File: src/rtl/cal_trim_pkg.sv
// Package: shared encodings for the trim calibration sequencer.
// Assumes: nothing beyond IEEE 1800-2017 enum support.
package cal_trim_pkg;

    // Comparator target selection seen by the analog side.
    typedef enum logic [1:0] {
        TGT_LOW_BIN  = 2'd0,
        TGT_FULL_BIN = 2'd1,
        TGT_REF      = 2'd2
    } tgt_sel_e;

    // Sequencer states.
    typedef enum logic [1:0] {
        ST_IDLE   = 2'd0,
        ST_SETTLE = 2'd1,
        ST_WRITE  = 2'd2,
        ST_DONE   = 2'd3
    } seq_state_e;

endpackage

File: src/rtl/cal_settle_timer.sv
// Module: cal_settle_timer
// Counts cycles since the last restart and flags when the programmed
// settle count has elapsed. Assumes restart_i is pulsed whenever the
// trial value changes; the count saturates at the limit.
module cal_settle_timer #(
    parameter int CNT_W = 8
) (
    input  logic             clk,
    input  logic             rst_n,
    input  logic             restart_i,
    input  logic [CNT_W-1:0] limit_i,
    output logic             expired_o
);

    logic [CNT_W-1:0] cnt_q;

    // Counter: clear on restart, otherwise count up to the limit.
    always_ff @(posedge clk) begin
        if (!rst_n) begin
            cnt_q <= '0;
        end else if (restart_i) begin
            cnt_q <= '0;
        end else if (cnt_q < limit_i) begin
            cnt_q <= cnt_q + 1'b1;
        end
    end

    // Expiry: the current trial has been held long enough.
    always_comb begin
        expired_o = (cnt_q >= limit_i);
    end

endmodule

File: src/rtl/cal_sar_reg.sv
// Module: cal_sar_reg
// Successive-approximation trial register. load_i presets the MSB;
// each step_i resolves the current bit from above_i and sets the next
// lower one. Assumes step_i is not asserted once last_o is high,
// except for the final step.
module cal_sar_reg #(
    parameter int TRIM_W = 6
) (
    input  logic              clk,
    input  logic              rst_n,
    input  logic              load_i,
    input  logic              step_i,
    input  logic              above_i,
    output logic [TRIM_W-1:0] trial_o,
    output logic              last_o
);

    localparam int POS_W = (TRIM_W > 1) ? $clog2(TRIM_W) : 1;
    localparam logic [POS_W-1:0] POS_TOP = POS_W'(TRIM_W - 1);

    logic [TRIM_W-1:0] trial_q, trial_nxt;
    logic [POS_W-1:0]  pos_q, pos_nxt;
    logic [TRIM_W-1:0] bit_mask [TRIM_W];

    // One-hot masks, one per bit position.
    generate
        for (genvar g = 0; g < TRIM_W; g++) begin : g_mask
            assign bit_mask[g] = TRIM_W'(1) << g;
        end
    endgenerate

    // Next-trial logic: clear the bit under test if above, arm the next bit.
    always_comb begin
        trial_nxt = trial_q;
        pos_nxt   = pos_q;
        if (load_i) begin
            trial_nxt = bit_mask[TRIM_W-1];
            pos_nxt   = POS_TOP;
        end else if (step_i) begin
            if (above_i) begin
                trial_nxt = trial_nxt & ~bit_mask[pos_q];
            end
            if (pos_q != '0) begin
                trial_nxt = trial_nxt | bit_mask[pos_q - 1'b1];
                pos_nxt   = pos_q - 1'b1;
            end
        end
    end

    // State registers for the trial word and the bit position.
    always_ff @(posedge clk) begin
        if (!rst_n) begin
            trial_q <= '0;
            pos_q   <= '0;
        end else begin
            trial_q <= trial_nxt;
            pos_q   <= pos_nxt;
        end
    end

    // Outputs: current trial and last-bit flag.
    always_comb begin
        trial_o = trial_q;
        last_o  = (pos_q == '0);
    end

endmodule

File: src/rtl/cal_seq_fsm.sv
// Module: cal_seq_fsm
// Walks the sources in bootstrap order, drives the search controls,
// the target selection and the RAM write strobe. Assumes the trial
// register presets its MSB on load_o and finishes after its last step.
module cal_seq_fsm
    import cal_trim_pkg::*;
#(
    parameter int N_SRC = 34,
    parameter int IDX_W = 6
) (
    input  logic             clk,
    input  logic             rst_n,
    input  logic             start_i,
    input  logic             expired_i,
    input  logic             sar_last_i,
    output logic             load_o,
    output logic             step_o,
    output logic             restart_o,
    output logic             wr_en_o,
    output logic [IDX_W-1:0] idx_o,
    output tgt_sel_e         tgt_o,
    output logic             busy_o,
    output logic             done_o
);

    localparam logic [IDX_W-1:0] IDX_LAST = IDX_W'(N_SRC - 1);
    localparam logic [IDX_W-1:0] IDX_REF  = IDX_W'(1);

    seq_state_e       state_q;
    logic [IDX_W-1:0] idx_q;
    logic             launch;

    // Launch decode: start accepted only when not busy.
    always_comb begin
        launch = start_i && ((state_q == ST_IDLE) || (state_q == ST_DONE));
    end

    // State and source index registers.
    always_ff @(posedge clk) begin
        if (!rst_n) begin
            state_q <= ST_IDLE;
            idx_q   <= '0;
        end else begin
            case (state_q)
                ST_IDLE, ST_DONE: begin
                    if (launch) begin
                        state_q <= ST_SETTLE;
                        idx_q   <= '0;
                    end
                end
                ST_SETTLE: begin
                    if (expired_i && sar_last_i) begin
                        state_q <= ST_WRITE;
                    end
                end
                ST_WRITE: begin
                    if (idx_q == IDX_LAST) begin
                        state_q <= ST_DONE;
                    end else begin
                        idx_q   <= idx_q + 1'b1;
                        state_q <= ST_SETTLE;
                    end
                end
                default: state_q <= ST_IDLE;
            endcase
        end
    end

    // Control strobes for the trial register, the timer and the RAM.
    always_comb begin
        load_o    = launch || ((state_q == ST_WRITE) && (idx_q != IDX_LAST));
        step_o    = (state_q == ST_SETTLE) && expired_i;
        restart_o = load_o || step_o;
        wr_en_o   = (state_q == ST_WRITE);
        busy_o    = (state_q == ST_SETTLE) || (state_q == ST_WRITE);
        done_o    = (state_q == ST_DONE);
        idx_o     = idx_q;
    end

    // Target map: binary first, then reference, then unary against reference.
    always_comb begin
        if (idx_q == '0) begin
            tgt_o = TGT_LOW_BIN;
        end else if (idx_q == IDX_REF) begin
            tgt_o = TGT_FULL_BIN;
        end else begin
            tgt_o = TGT_REF;
        end
    end

endmodule

File: src/rtl/cal_trim_sequencer.sv
// Module: cal_trim_sequencer (top)
// Trim calibration sequencer: largest binary source, then reference,
// then all unary sources, each searched by successive approximation and
// written to an external trim RAM. Assumes cmp_above_i is valid in the
// sample cycle, i.e. settled within settle_cycles_i+1 cycles of trim_o.
module cal_trim_sequencer
    import cal_trim_pkg::*;
#(
    parameter int TRIM_W   = 6,
    parameter int N_UNARY  = 32,
    parameter int SETTLE_W = 8,
    localparam int N_SRC   = N_UNARY + 2,
    localparam int IDX_W   = $clog2(N_SRC)
) (
    input  logic                clk,
    input  logic                rst_n,
    input  logic                start_i,
    input  logic [SETTLE_W-1:0] settle_cycles_i,
    input  logic                cmp_above_i,
    output logic [IDX_W-1:0]    src_sel_o,
    output logic [1:0]          tgt_sel_o,
    output logic [TRIM_W-1:0]   trim_o,
    output logic                wr_en_o,
    output logic [IDX_W-1:0]    wr_addr_o,
    output logic [TRIM_W-1:0]   wr_data_o,
    output logic                busy_o,
    output logic                done_o
);

    logic              load, step, restart, expired, sar_last;
    logic [IDX_W-1:0]  idx;
    logic [TRIM_W-1:0] trial;
    tgt_sel_e          tgt;

    cal_seq_fsm #(
        .N_SRC (N_SRC),
        .IDX_W (IDX_W)
    ) u_fsm (
        .clk        (clk),
        .rst_n      (rst_n),
        .start_i    (start_i),
        .expired_i  (expired),
        .sar_last_i (sar_last),
        .load_o     (load),
        .step_o     (step),
        .restart_o  (restart),
        .wr_en_o    (wr_en_o),
        .idx_o      (idx),
        .tgt_o      (tgt),
        .busy_o     (busy_o),
        .done_o     (done_o)
    );

    cal_settle_timer #(
        .CNT_W (SETTLE_W)
    ) u_timer (
        .clk       (clk),
        .rst_n     (rst_n),
        .restart_i (restart),
        .limit_i   (settle_cycles_i),
        .expired_o (expired)
    );

    cal_sar_reg #(
        .TRIM_W (TRIM_W)
    ) u_sar (
        .clk     (clk),
        .rst_n   (rst_n),
        .load_i  (load),
        .step_i  (step),
        .above_i (cmp_above_i),
        .trial_o (trial),
        .last_o  (sar_last)
    );

    // Output mapping: selection, trial word and RAM write port.
    always_comb begin
        src_sel_o = idx;
        tgt_sel_o = tgt;
        trim_o    = trial;
        wr_addr_o = idx;
        wr_data_o = trial;
    end

endmodule

File: config.mk
export PLATFORM = sky130hd
export DESIGN_NAME = cal_trim_sequencer
export DESIGN_NICKNAME = d
export VERILOG_FILES = /design/src/rtl/cal_trim_pkg.sv /design/src/rtl/cal_settle_timer.sv /design/src/rtl/cal_sar_reg.sv /design/src/rtl/cal_seq_fsm.sv /design/src/rtl/cal_trim_sequencer.sv
export SDC_FILE = /design/constraint.sdc
export NUM_CORES = 1
export LEC_CHECK = 0
export ABC_AREA = 1
export BUFFER_PORTS_ARGS = -buffer_cell sky130_fd_sc_hd__buf_2
export CAP_MARGIN = 20
export CORE_MARGIN = 5
export CORE_UTILIZATION = 58
export DETAILED_ROUTE_END_ITERATION = 6
export PLACE_DENSITY = 0.85
export SLEW_MARGIN = 20
export SYNTH_ARGS = -nofsm -noshare
export SYNTH_HDL_FRONTEND = slang
export SYNTH_SLANG_ARGS = --single-unit
export TNS_END_PERCENT = 1
File: constraint.sdc
create_clock -name clk -period 3.1 [get_ports clk]
set_input_delay 0.31 -clock clk [delete_from_list [all_inputs] [get_ports clk]]
set_output_delay 0.31 -clock clk [all_outputs]
set_load 0.01 [all_outputs]
==> impl_summary.txt <==
----------------------------------------------------
[Routing]
  Drt wl/cell ... ~11 µm
  Residual antenna-violating net count after detailed routing ... 0
  Vias ... around 1600
  Number of detailed-route iterations in the first pass ... 4
  # DRC ... 0
  Average via count per standard cell ... 5.02
  Total routed wirelength ... 3530 µm
  DR iter-0 viols ... 86

[Clocking]
  Post-CTS setup-driven buffer insertion count ... 0
  Sink count of the clock tree ... 25
  Gates resized, CTS repair ... 0
  CTS Buf Count ... 3
  CTS root buf ... clkbuf_4
  Insertion delay to the later sink of the worst-skew pair ... approximately 0.33 ns
  Clock tree from TritonCTS ... yes
  Htree depth ... 1
  Number of hold buffers added after cts ... 0
  Number of buffers on the longest clock path ... 2
  Clock transition at path regs ... 0.15 ns

[Floorplan]
  Core area ... 0.00303 mm²
  Chip Width ... between 60 and 70 µm
  Height of the die ... 65.9 µm
  Standard-cell rows ... 20
  Total die area ... 0.00434 mm²
  Effective utilization at floorplan ... 0.599
  I/O Pins ... 41

[STA]
  Final Slew Violations ... 0
  Setup Skew ... 0.00560 ns
  Total count of hold-check failures in the final report ... 0
  Worst hold-check slack ... 0.215 ns
  Final setup TNS ... 0 ns
  Max transition margin ... 0.778
  Unrepaired setup endpoints after global routing ... no
  Pin slew with the least headroom to its limit ... 0.331 ns
  Worst setup margin ... 1.29 ns
  Final setup fails ... 0
  Post-route minimum period ... 1.81 ns
  Maximum achievable frequency ... 553 MHz
  Final period utilization ... 0.583

[Yosys]
  Proportion of synthesized area in mux cells ... 0
  Post-Syn Area ... 0.00181 mm²
  Post-synth top area share ... 0.276
  Largest cells by area after synthesis ... dfxtp_1, ha_1, nand2_1, inv_1, a21oi_1
  Xor and xnor fraction of the mapped netlist area ... 0.0338
  Average cell area after synthesis ... 7.28 µm²
  Post-synthesis simple-gate area fraction ... 0.275
  Combinational family with the most area after synthesis ... simple AND/OR/NAND/NOR gates
  Complex-gate fraction of the synthesized area ... 0.130
  Count of mapped cells out of synthesis ... around 250
  Synth Area in Adders ... 0.145
  Area leader, netlist ... dfxtp_1
  Number of unique standard cell types used by synthesis ... 33
  Seq cells post-synth ... 25
  Synthesized Nets ... 282
  Fraction of the yosys area taken by sequential cells ... 0.276
  Synth warn ... 0

[Place]
  IO Port Bufs ... 40
  Pre-CTS setup slack ... 1.31 ns
  Post-DP HPWL ... 2810 µm
  Cell Count Post-Placement ... 320
  RePlAce Congestion ... 0.857

[Power]
  Fraction of power consumed by the clock network ... 0.190
  Final Power ... 0.000809 W
  Power density over cell area ... 404 mW/mm²
  Internal power ... 0.000495 W
  Leakage Power ... 1.02 nW
  Sequential fraction of design power ... 0.465
  Switch share ... 0.389
  Net switching power ... 0.000314 W
  Max VDD drop ... about 0.00027 V
  Comb power frac ... 0.344

[Global routing]
  GR Layer Usage met2 ... 0.317
  Antenna violations before repair ... 0
  Busiest layer in global routing ... met2
  Residual overflow from global routing ... 0
  Pin count of the biggest net entering global routing ... 16
  Via count of the first global-routing pass ... around 1600
  Global-route wire length before repair ... 6320 µm
  All-layer global routing usage ... 0.179
  Met1 usage in global routing ... 0.221
  Met3 Track Usage GR ... 0.0221

[Run status]
  Status ... finished clean

[Worst setup path]
  Element type at the critical path end ... output pin
  Critical path start-end classification ... register to output pin
  Startpoint kind of the worst setup timing path ... register
  Required time at the endpoint of the critical path ... roughly 2.8 ns
  Largest fanout on the critical path ... 6
  Data arrival time at the worst-slack endpoint ... 1.50 ns
  Worst reg2reg setup slack ... 1.37 ns

[Finish]
  Fraction of final layout cells sized beyond drive strength 1 ... 0.236
  Antenna cells ... 0
  Filler cells ... between 200 and 300
  Signed area change from the synthesized netlist to the final layout ... 10.5%
  Area taken by flip-flops and latches ... 500 µm²
  Most common library cell in the layout ignoring fill and taps ... nand2_1
  Area used by multi-input combinational logic ... approximately 0.0011 mm²
  Final cell count without fillers ... 324
  Number of nets in the layout ... 314
  Commonest cells after routing, fill and taps aside ... nand2_1, buf_2, inv_1

[Hold path]
  Worst Hold Class ... input pin to register

[Flow run]
  Max-cap violations ... 0

----------------------------------------------------
synth_stat cells:
cell type  instances
nand2_4            2
nor2_2             4
nand3_4            1
a21oi_1           20
buf_4             12
nand2_2            3
inv_4              1
nor3_2             1
nand4_1            4
nor3_1             3
o21ai_0            6
nand3b_1           3
dfxtp_1           25
buf_2              1
a21o_1             1
nand2_1           50
inv_2              7
o21ai_1            1
o21bai_1           1
nor4_1             2
nand3_1           15
inv_1             34
nand3_2            1
nor2_4             1
a211oi_1           1
o31ai_1            7
nor3b_1            1
o21a_1             1
ha_1              21
nor2_1            10
a21oi_2            1
a32oi_1            1
xor2_1             7
path summary, 6_finish.rpt:
path,start,to,cells after the start
worst max-delay path,u_fsm.idx_o[0],tgt_sel_o[0],4
worst min-delay path,rst_n,u_sar.pos_q[2],3
worst max register to register,u_timer.cnt_q[5],u_timer.cnt_q[3],9
worst min register to register,u_sar.trial_o[0],u_sar.trial_o[0],2
kinds of logic after synthesis:
| logic type | count (synthesis) |
|---|---|
| fa+ha+maj | 21 |
| simple gates | 101 |
| xor+xnor | 7 |
| flops | 25 |
| compound gates | 40 |
| buf+inv | 55 |
registers in the layout, indices dropped and copies added (netlist names):
signal,cells
u_fsm.idx_o,6
u_fsm.state_q,2
u_sar.pos_q,3
u_sar.trial_o,6
u_timer.cnt_q,8
layer usage:
metal,routed length [µm],vias to the layer above
met2,1690,37
met1,1630,721
li1,-,863
met4,48,0
met5,0,-
met3,154,6
final cells by class:
cell class	instances	share of cell area
repair buffers	40	0.0999
multi-input cells	169	0.528
inverters	42	0.0800
well taps	44	0.0275
flip-flops and latches	25	0.250
clock inverters	1	0.00375
clock buffers	3	0.0112
per-stage QoR:
step / utilization / cell area [µm²]
5_1_grt: 0.662 / 2000
3_3_place_gp: 0.652 / 1970
2_1_floorplan: - / 1810
6_report: 0.662 / 2000
4_1_cts: 0.662 / 2000
3_5_place_dp: 0.652 / 1970
critical path, stage by stage (launching register included):
cell and delay [ns]:
dfxtp_1 0.45, inv_1 0.13, ha_1 0.23, nor4_1 0.20
buf_2 0.17
power by group through the flow:
stage	sequential (W)	combinational, W	clock (W)
floorplan	0.000377	0.000216	0
detailed placement	0.000384	0.000277	0
CTS	0.000376	0.000280	0.000156
global route	0.000382	0.000321	0.000170
global placement	0.000383	0.000271	0
finish	0.000377	0.000279	0.000154
No activity file was read; power rests on OpenSTA's default activity.
